<file path="config.mk">
export PLATFORM = sky130hd
export DESIGN_NAME = alu_flag_unit
export DESIGN_NICKNAME = d
export VERILOG_FILES = /design/src/rtl/alu_flag_pkg.sv /design/src/rtl/alu_imm_ext.sv /design/src/rtl/alu_addsub.sv /design/src/rtl/alu_bitwise.sv /design/src/rtl/alu_halfmul.sv /design/src/rtl/alu_flag_unit.sv
export SDC_FILE = /design/constraint.sdc
export NUM_CORES = 1
export LEC_CHECK = 0
export ABC_AREA = 0
export ABC_CLOCK_PERIOD_IN_PS = 2900
export BUFFER_PORTS_ARGS = -buffer_cell sky130_fd_sc_hd__buf_2
export CORE_MARGIN = 2
export CORE_UTILIZATION = 65
export CTS_BUF_LIST = sky130_fd_sc_hd__clkbuf_8
export CTS_CLUSTER_SIZE = 10
export DETAILED_ROUTE_END_ITERATION = 7
export PLACE_DENSITY = 0.85
export SETUP_SLACK_MARGIN = 0.3
export SLEW_MARGIN = 10
export SYNTH_ARGS = -nofsm -noshare
export SYNTH_HDL_FRONTEND = slang
export SYNTH_SLANG_ARGS = --single-unit
</file>
<file path="constraint.sdc">
create_clock -name clk -period 2.9 [get_ports clk]
set_input_delay 0.435 -clock clk [delete_from_list [all_inputs] [get_ports clk]]
set_output_delay 0.435 -clock clk [all_outputs]
set_load 0.02 [all_outputs]
</file>
<file path="src/rtl/alu_flag_pkg.sv">
`timescale 1ns/1ps
package alu_flag_pkg;

  localparam int FLAG_Z = 0;
  localparam int FLAG_S = 1;
  localparam int FLAG_C = 2;
  localparam int FLAG_V = 3;
  localparam int FLAG_N = 4;

  typedef enum logic [4:0] {
    OP_ADD     = 5'h00,
    OP_ADD_S5  = 5'h01,
    OP_ADD_S16 = 5'h02,
    OP_SUB     = 5'h03,
    OP_RSUB    = 5'h04,
    OP_MOV     = 5'h05,
    OP_MOV_S5  = 5'h06,
    OP_ADR_LO  = 5'h07,
    OP_ADR_HI  = 5'h08,
    OP_OR      = 5'h09,
    OP_OR_I    = 5'h0A,
    OP_AND     = 5'h0B,
    OP_AND_I   = 5'h0C,
    OP_XOR     = 5'h0D,
    OP_XOR_I   = 5'h0E,
    OP_NOT     = 5'h0F,
    OP_MUL     = 5'h10,
    OP_MUL_I   = 5'h11
  } alu_op_e;

  typedef enum logic [1:0] {
    AS_ADD  = 2'd0,
    AS_BMA  = 2'd1,
    AS_AMB  = 2'd2
  } addsub_e;

  typedef enum logic [1:0] {
    BW_OR  = 2'd0,
    BW_AND = 2'd1,
    BW_XOR = 2'd2,
    BW_INV = 2'd3
  } bitwise_e;

endpackage

</file>
<file path="src/rtl/alu_imm_ext.sv">
`timescale 1ns/1ps
module alu_imm_ext #(
  parameter int DATA_W  = 32,
  parameter int IMM_W   = 16,
  parameter int SHORT_W = 5
) (
  input  logic [IMM_W-1:0]  imm,
  output logic [DATA_W-1:0] sext_short,
  output logic [DATA_W-1:0] sext_long,
  output logic [DATA_W-1:0] zext_long,
  output logic [DATA_W-1:0] high_long
);
  localparam int SHORT_PAD = DATA_W - SHORT_W;
  localparam int LONG_PAD  = DATA_W - IMM_W;

  always_comb begin
    sext_short = {{SHORT_PAD{imm[SHORT_W-1]}}, imm[SHORT_W-1:0]};
    sext_long  = {{LONG_PAD{imm[IMM_W-1]}}, imm};
    zext_long  = {{LONG_PAD{1'b0}}, imm};
    high_long  = {imm, {LONG_PAD{1'b0}}};
  end
endmodule

</file>
<file path="src/rtl/alu_addsub.sv">
`timescale 1ns/1ps
module alu_addsub import alu_flag_pkg::*; #(
  parameter int DATA_W = 32
) (
  input  addsub_e           kind,
  input  logic [DATA_W-1:0] x,
  input  logic [DATA_W-1:0] y,
  output logic [DATA_W-1:0] sum,
  output logic              carry,
  output logic              ovf
);
  localparam int MSB = DATA_W - 1;

  logic [DATA_W:0] wide;

  always_comb begin
    wide  = '0;
    ovf   = 1'b0;
    unique case (kind)
      AS_BMA: begin
        wide = {1'b0, y} - {1'b0, x};
        ovf  = (y[MSB] != x[MSB]) && (wide[MSB] != y[MSB]);
      end
      AS_AMB: begin
        wide = {1'b0, x} - {1'b0, y};
        ovf  = (x[MSB] != y[MSB]) && (wide[MSB] != x[MSB]);
      end
      default: begin
        wide = {1'b0, y} + {1'b0, x};
        ovf  = (y[MSB] == x[MSB]) && (wide[MSB] != y[MSB]);
      end
    endcase
    sum   = wide[DATA_W-1:0];
    carry = wide[DATA_W];
  end
endmodule

</file>
<file path="src/rtl/alu_bitwise.sv">
`timescale 1ns/1ps
module alu_bitwise import alu_flag_pkg::*; #(
  parameter int DATA_W = 32
) (
  input  bitwise_e          kind,
  input  logic [DATA_W-1:0] x,
  input  logic [DATA_W-1:0] y,
  output logic [DATA_W-1:0] r
);
  always_comb begin
    unique case (kind)
      BW_AND:  r = x & y;
      BW_XOR:  r = x ^ y;
      BW_INV:  r = ~x;
      default: r = x | y;
    endcase
  end
endmodule

</file>
<file path="src/rtl/alu_halfmul.sv">
`timescale 1ns/1ps
module alu_halfmul #(
  parameter int DATA_W = 32
) (
  input  logic [DATA_W-1:0] x,
  input  logic [DATA_W-1:0] y,
  output logic [DATA_W-1:0] p
);
  localparam int HALF_W = DATA_W / 2;

  logic [HALF_W-1:0] xl;
  logic [HALF_W-1:0] yl;

  always_comb begin
    xl = x[HALF_W-1:0];
    yl = y[HALF_W-1:0];
    p  = DATA_W'(xl) * DATA_W'(yl);
  end
endmodule

</file>
<file path="src/rtl/alu_flag_unit.sv">
`timescale 1ns/1ps
module alu_flag_unit import alu_flag_pkg::*; #(
  parameter int DATA_W  = 32,
  parameter int IMM_W   = 16,
  parameter int SHORT_W = 5,
  parameter int OP_W    = 5
) (
  input  logic              clk,
  input  logic              rst_n,
  input  logic              in_valid,
  input  logic [OP_W-1:0]   op_in,
  input  logic [DATA_W-1:0] opa,
  input  logic [DATA_W-1:0] opb,
  input  logic [IMM_W-1:0]  imm_in,
  input  logic [FLAG_N-1:0] status_in,
  output logic              out_valid,
  output logic [DATA_W-1:0] result,
  output logic [FLAG_N-1:0] status_out
);
  localparam int MSB = DATA_W - 1;

  logic [DATA_W-1:0] imm_s5, imm_s16, imm_z16, imm_hi;
  addsub_e           as_kind;
  bitwise_e          bw_kind;
  logic [DATA_W-1:0] as_x, bw_x, bw_y, mul_y;
  logic [DATA_W-1:0] as_sum, bw_res, mul_res;
  logic              as_carry, as_ovf;
  logic [DATA_W-1:0] res_d;
  logic [FLAG_N-1:0] st_d;
  logic              valid_q;
  logic [DATA_W-1:0] res_q;
  logic [FLAG_N-1:0] st_q;

  alu_imm_ext #(.DATA_W(DATA_W), .IMM_W(IMM_W), .SHORT_W(SHORT_W)) u_ext (
    .imm        (imm_in),
    .sext_short (imm_s5),
    .sext_long  (imm_s16),
    .zext_long  (imm_z16),
    .high_long  (imm_hi)
  );

  // Operand steering for the shared adder, the bitwise unit and the multiplier
  always_comb begin
    as_kind = AS_ADD;
    as_x    = opa;
    bw_kind = BW_OR;
    bw_x    = opa;
    bw_y    = opb;
    mul_y   = opa;
    unique case (op_in)
      OP_ADD_S5:  as_x = imm_s5;
      OP_ADD_S16: as_x = imm_s16;
      OP_ADR_LO:  as_x = imm_s16;
      OP_ADR_HI:  as_x = imm_hi;
      OP_SUB:     as_kind = AS_BMA;
      OP_RSUB:    as_kind = AS_AMB;
      OP_OR_I:    bw_x = imm_z16;
      OP_AND:     bw_kind = BW_AND;
      OP_AND_I: begin
        bw_kind = BW_AND;
        bw_x    = imm_z16;
      end
      OP_XOR:     bw_kind = BW_XOR;
      OP_XOR_I: begin
        bw_kind = BW_XOR;
        bw_x    = imm_z16;
      end
      OP_NOT:     bw_kind = BW_INV;
      OP_MUL_I:   mul_y = imm_z16;
      default: ;
    endcase
  end

  alu_addsub #(.DATA_W(DATA_W)) u_addsub (
    .kind  (as_kind),
    .x     (as_x),
    .y     (opb),
    .sum   (as_sum),
    .carry (as_carry),
    .ovf   (as_ovf)
  );

  alu_bitwise #(.DATA_W(DATA_W)) u_bitwise (
    .kind (bw_kind),
    .x    (bw_x),
    .y    (bw_y),
    .r    (bw_res)
  );

  alu_halfmul #(.DATA_W(DATA_W)) u_mul (
    .x (opb),
    .y (mul_y),
    .p (mul_res)
  );

  // Result selection and per-operation flag policy
  always_comb begin
    res_d = '0;
    st_d  = status_in;
    unique case (op_in)
      OP_ADD, OP_ADD_S5, OP_ADD_S16, OP_SUB, OP_RSUB: begin
        res_d          = as_sum;
        st_d[FLAG_Z]   = (as_sum == '0);
        st_d[FLAG_S]   = as_sum[MSB];
        st_d[FLAG_C]   = as_carry;
        st_d[FLAG_V]   = as_ovf;
      end
      OP_MOV:              res_d = opa;
      OP_MOV_S5:           res_d = imm_s5;
      OP_ADR_LO, OP_ADR_HI: res_d = as_sum;
      OP_OR, OP_OR_I, OP_AND, OP_XOR, OP_XOR_I, OP_NOT: begin
        res_d          = bw_res;
        st_d[FLAG_Z]   = (bw_res == '0);
        st_d[FLAG_S]   = bw_res[MSB];
        st_d[FLAG_V]   = 1'b0;
      end
      OP_AND_I: begin
        res_d          = bw_res;
        st_d[FLAG_Z]   = (bw_res == '0);
        st_d[FLAG_S]   = 1'b0;
        st_d[FLAG_V]   = 1'b0;
      end
      OP_MUL, OP_MUL_I:    res_d = mul_res;
      default: ;
    endcase
  end

  always_ff @(posedge clk or negedge rst_n) begin
    if (!rst_n) begin
      valid_q <= 1'b0;
    end else begin
      valid_q <= in_valid;
    end
  end

  always_ff @(posedge clk or negedge rst_n) begin
    if (!rst_n) begin
      res_q <= '0;
      st_q  <= '0;
    end else if (in_valid) begin
      res_q <= res_d;
      st_q  <= st_d;
    end
  end

  assign out_valid  = valid_q;
  assign result     = res_q;
  assign status_out = st_q;
endmodule

</file>
==> results of run 1 <==
[through the flow]
step,cells,util (%),TNS (ns),hold WS (ns)
after global placement,3671,88.2,-109.05,0.470
after CTS,3745,94.1,-106.04,0.242
after floorplan,2571,-,-99.88,0.139
after detailed placement,3671,88.2,-124.23,0.478
[logic make-up after synthesis]
family,Yosys count,synth area share (%)
DFF,37,4.75
buffers and inverters,512,9.97
xor gates and xnor gates,54,2.42
and+or+nand+nor,743,17.5
adders and majority gates,464,37.3
AOI/OAI and AO/OA,707,25.2
muxes,54,2.85
[Yosys cell counts (6+ instances only)]
cell type and number:
dfrtp_1 37, mux2i_1 41, o31ai_1 18, a22oi_1 13, nor2b_1 26, o221ai_1 22
inv_1 368, a211oi_1 20, a221o_1 39, o21ai_0 129, a221oi_1 37, ha_1 267
and3_1 7, clkbuf_1 116, a21o_1 31, or3_1 15, o31a_1 6, nor4_1 14
nor3_1 27, fa_1 197, nand2_1 291, o21a_1 32, nand2b_1 34, xnor2_1 39
mux2_2 13, o22ai_1 23, xor2_1 15, nand3_1 27, a222oi_1 14, or4_1 10
a21boi_0 7, and2_1 47, nand4_1 16, buf_2 16, o21bai_1 20, a211o_1 6
o21ai_1 6, a22o_1 15, a31oi_1 16, o2bb2ai_1 14, a21oi_1 183, nor2_1 201
or2_2 10
[layer usage]
layer	GRT overflow	GRT usage (%)
met5	10	76.0
met4	655	117
met3	63	84.8
met2	1647	125
met1	56	89.6
[timing repair]
item                       in CTS
gates resized for setup       252
setup endpoints to repair      36
buffers inserted               64
cloned                          2
hold buffers                    0
pin swaps                     132
==> load_flow_metrics.sql, run 1 <==
INSERT INTO impl_metrics (metric_group, metric, value, unit) VALUES
('clock_tree', 'cts_buffer_depth', '2', ''),
('yosys', 'synth_top_area_cell', 'fa_1', ''),
('yosys', 'synth-seq-area-share', '4.75', '%'),
('global_route', 'grt_pass1_vias', '37100', ''),
('place', 'gpl.final_weighted_congestion', '1.19', ''),
('run_status', 'toolErrorMsg', '[ERROR GRT-0116] Global routing finished with congestion. Check the congestion regions in the DRC Viewer.', ''),
('place', 'place_ws', '-4.90', 'ns'),
('yosys', 'count_of_mapped_cells_out_of_synthesis', '2571', ''),
('clock_tree', 'clock-sinks', '37', ''),
('clock_tree', 'h_tree_depth', '2', ''),
('yosys', 'ys_async_sr_fraction', '100', '%'),
('clock_tree', 'root_buffer', 'clkbuf_8', ''),
('yosys', 'synth_ff_type', 'dfrtp_1', ''),
('place', 'hpwl', '81.2', 'mm'),
('global_route', 'grt-ovfl-total', '2431', ''),
('yosys', 'synthesis.nets', '3127', ''),
('global_route', 'global_route_wire_length_before_repair', '242', 'mm'),
('place', 'placement.cell_area', '26100', 'um2'),
('yosys', 'synthTopCellsByArea', 'fa_1 (20%), ha_1 (17%), inv_1 (7.1%), nand2_1 (5.6%), dfrtp_1 (4.7%)', ''),
('clock_tree', 'cts_bufs_inserted', '5', ''),
('yosys', 'synth-seq-cells', '37', ''),
('die', 'width_of_the_chip', '177', 'um'),
('global_route', 'grt_use_total', '102', '%'),
('run_status', 'stop_stage', 'global routing (5_1_grt)', ''),
('run_status', 'run_status', 'stopped before the end', ''),
('die', 'num_rows', '63', ''),
('global_route', 'grt_max_degree', '38', ''),
('die', 'initial_core_util', '66.0', '%'),
('yosys', 'ys_warn_count', '0', ''),
('die', 'total_i_o_pin_count', '129', ''),
('yosys', 'unique_masters_post_synth', '92', ''),
('yosys', 'postSynthAreaPerCell', '7.59', 'um2'),
('place', 'port_buffers', '128', ''),
('yosys', 'synth-edff-count', '0', ''),
('yosys', 'post_synth_instance_area', '19500', 'um2'),
('die', 'die-height', '177', 'um'),
('yosys', 'yosys.area.top_type_share', '20.2', '%');
==> run 2, diff against run 1 <==
CORE_UTILIZATION = 40   (was 65)
CTS_BUF_LIST = default   (was sky130_fd_sc_hd__clkbuf_8)
CTS_CLUSTER_SIZE = default   (was 10)
PLACE_DENSITY = default   (was 0.85)
PLACE_DENSITY_LB_ADDON = 0.15   (was default)
SETUP_SLACK_MARGIN = default   (was 0.3)
==> load_flow_metrics.sql, run 2 <==
INSERT INTO impl_metrics (metric_group, metric, value, unit) VALUES
('global_route', 'grt_use_total', '37.3', '%'),
('route', 'finalWirelength', '94.9', 'mm'),
('run_status', 'failed_checks', 'setup timing', ''),
('worst_setup_path', 'crit_family', 'adder cells', ''),
('timing', 'setup_viol_count_final', '35', ''),
('pwr', 'leakagePower', '14.5', 'nW'),
('route', 'wl_met3', '7.51', 'mm'),
('route', 'routed-wl-met2', '44.2', 'mm'),
('place', 'gpl.final_weighted_congestion', '1.01', ''),
('yosys', 'synth_top_area_cell', 'fa_1', ''),
('place', 'placement.cell_area', '26900', 'um2'),
('layout', 'final_cell_count_no_fill', '4015', ''),
('clock_tree', 'root_buffer', 'clkbuf_16', ''),
('layout', 'postLayoutCellArea', '28700', 'um2'),
('worst_setup_path', 'setup.worst_path.class', 'input port to register', ''),
('worst_setup_path', 'timing.critical_path.mode_cell', 'fa_1', ''),
('run_status', 'run_status', 'finished with violations', ''),
('global_route', 'grt_pass1_vias', '23300', ''),
('yosys', 'synthesis.nets', '3127', ''),
('clock_tree', 'clock-sinks', '37', ''),
('place', 'place_inst', '3963', ''),
('layout', 'mostFrequentLayoutCells', 'buf_4 (775), inv_1 (348), nand2_1 (277)', ''),
('clock_tree', 'clk_transition_reported_paths', '0.07', 'ns'),
('timing', 'timing.final.max_slew_violations', '0', ''),
('yosys', 'post_synth_instance_area', '19500', 'um2'),
('clock_tree', 'worst_skew_pair.late_latency', '0.31', 'ns'),
('yosys', 'cell_with_the_most_instances_after_synthesis', 'inv_1', ''),
('worst_setup_path', 'cp_data_arrival_time', '6.84', 'ns'),
('timing', 'timing.fmax', '151', 'MHz'),
('global_route', 'global_route_wire_length_before_repair', '142', 'mm'),
('timing', 'timing_hold_violations_final', '0', ''),
('place', 'hpwl', '80.3', 'mm'),
('route', 'first_pass_iters', '6', ''),
('layout', 'final_layout_size_suffix_gt1_share', '37.2', '%'),
('worst_setup_path', 'critical_path.slowest_cell', 'fa_2', ''),
('die', 'dieArea', '50600', 'um2'),
('yosys', 'postSynthAreaPerCell', '7.59', 'um2'),
('timing', 'grt_setup_unrepaired', 'yes', ''),
('worst_setup_path', 'cp-end-kind', 'register', ''),
('timing', 'finalCritPeriodShare', '229', '%'),
('worst_setup_path', 'startpoint_type', 'input port', ''),
('worst_setup_path', 'cp_num_buf_inv', '8', ''),
('place', 'place_ws', '-4.39', 'ns'),
('pwr', 'design_power_total', '0.0281', 'W'),
('route', 'top_layer_used', 'met5', ''),
('layout', 'layout_commonest_cell', 'buf_4', ''),
('timing', 'max-slew-margin-rel', '36.1', '%'),
('clock_tree', 'clock_tree_from_tritoncts', 'yes', ''),
('clock_tree', 'h_tree_depth', '2', ''),
('layout', 'largest_register_ff_count', '32', ''),
('yosys', 'synth-seq-cells', '37', ''),
('die', 'die-height', '225', 'um'),
('global_route', 'grt-ovfl-total', '0', ''),
('yosys', 'synth-seq-area-share', '4.75', '%'),
('layout', 'finish.net_count', '3954', ''),
('die', 'total_i_o_pin_count', '129', ''),
('yosys', 'ys_warn_count', '0', ''),
('yosys', 'synthTopCellsByArea', 'fa_1 (20%), ha_1 (17%), inv_1 (7.1%), nand2_1 (5.6%), dfrtp_1 (4.7%)', ''),
('worst_setup_path', 'max_stage_delay', '0.57', 'ns'),
('die', 'width_of_the_chip', '225', 'um'),
('yosys', 'yosys.area.top_type_share', '20.2', '%'),
('route', 'route.vias.total', '23000', ''),
('worst_setup_path', 'critical_path.startpoint', 'op_in[1]', ''),
('die', 'initial_core_util', '40.7', '%'),
('clock_tree', 'cts_bufs_inserted', '5', ''),
('global_route', 'grt_max_degree', '38', ''),
('min_path', 'min_path_type', 'input port to asynchronous set/reset pin', ''),
('yosys', 'unique_masters_post_synth', '92', ''),
('worst_setup_path', 'crit_path_max_fanout', '7', ''),
('clock_tree', 'cts_buffer_depth', '2', ''),
('route', 'post_drt_via_cell_ratio', '5.73', ''),
('route', 'route.layer.met1.wl', '38.5', 'mm'),
('route', 'drcViolationCount', '0', ''),
('run', 'max_cap_violation_count', '0', ''),
('route', 'wl_per_cell', '23.6', 'um'),
('global_route', 'grt_antenna_before_repair', '2', ''),
('place', 'port_buffers', '128', ''),
('clock_tree', 'ctsHoldBuffers', '0', ''),
('route', 'drtIter0Drc', '2193', ''),
('timing', 'max_slew.worst_pin.slew', '0.958', 'ns'),
('yosys', 'ys_async_sr_fraction', '100', '%'),
('timing', 'final.setup_skew', '0', 'ns'),
('route', 'antenna_left', '0', ''),
('pwr', 'power.density', '978', 'nW/um2'),
('timing', 'timing.final.crit_period', '6.64', 'ns'),
('yosys', 'synth_ff_type', 'dfrtp_1', ''),
('worst_setup_path', 'timing.critical_path.required', '3.10', 'ns'),
('die', 'coreArea', '47900', 'um2'),
('pwr', 'peakVddDrop', '1380', 'uV'),
('yosys', 'count_of_mapped_cells_out_of_synthesis', '2571', ''),
('layout', 'synthToLayoutAreaGrowth', '47.4', '%'),
('timing', 'setup_slack', '-3.74', 'ns'),
('die', 'num_rows', '80', ''),
('yosys', 'synth-edff-count', '0', ''),
('worst_setup_path', 'worst_reg2reg_path_startpoint', 'status_out[0]$_DFFE_PN0P_', ''),
('yosys', 'synthTopCellsByCount', 'inv_1 (368), nand2_1 (291), ha_1 (267), nor2_1 (201), fa_1 (197)', '');
## run 2: final cells by class
cell class,count,area [um2]
fill,4459,19200
inverter,377,1420
multi-input combinational,2023,18200
antenna,1,2.50
sequential,37,926
clock buffer,5,125
tap,615,769
timing repair buffer,954,7240
clock inverter,3,43.8
## run 2: cells by family after synthesis
family          share of synthesized area (%)
xor+xnor                                 2.42
buf+inv                                  9.97
mux                                      2.85
compound gates                           25.2
simple gates                             17.5
fa+ha+maj                                37.3
flops                                    4.75
## run 2: final timing paths
path,endpoint,slack (ns),depth (start not counted)
max in group asynchronous,result[0]$_DFFE_PN0P_,2.02,1
min in group clk,status_out[2]$_DFFE_PN0P_,0.48,3
max,result[26]$_DFFE_PN0P_,-3.74,30
max reg2reg,status_out[0]$_DFFE_PN0P_,0.56,8
min reg2reg,result[3]$_DFFE_PN0P_,0.50,1
min,status_out[1]$_DFFE_PN0P_,0.26,1
## run 2: stage by stage
step / utilization (%) / TNS, ns / hold slack, ns
after floorplan: - / -99.88 / 0.139
after global placement: 56.1 / -114.03 / 0.469
after detailed placement: 56.1 / -116.66 / 0.478
after CTS: 58.9 / -98.86 / 0.277
after global routing: 60.0 / -105.73 / 0.326
final: 60.0 / -99.11 / 0.257
## run 2: power by group
part	leakage [nW]	total, W	internal [W]	switching (W)
Sequential	0.484	0.000732	0.000622	0.000110
Combinational	13.9	0.0267	0.0132	0.0134
Clock	0.0842	0.000711	0.000410	0.000302
## run 2: timing repair
item / CTS / global route
setup buffers: 36 / 8
endpoints found under the setup margin: 35 / 35
pin swaps: 124 / 58
gates cloned: 3 / 1
resized for setup: 196 / 86
## run 2: routing by layer
layer | vias up | global-route usage (%)
met5 | - | 0.0978
met4 | 2 | 16.6
met3 | 211 | 4.91
met2 | 1037 | 62.3
met1 | 11300 | 48.2
li1 | 10500 | -
Power figures use the tool's default switching activity.
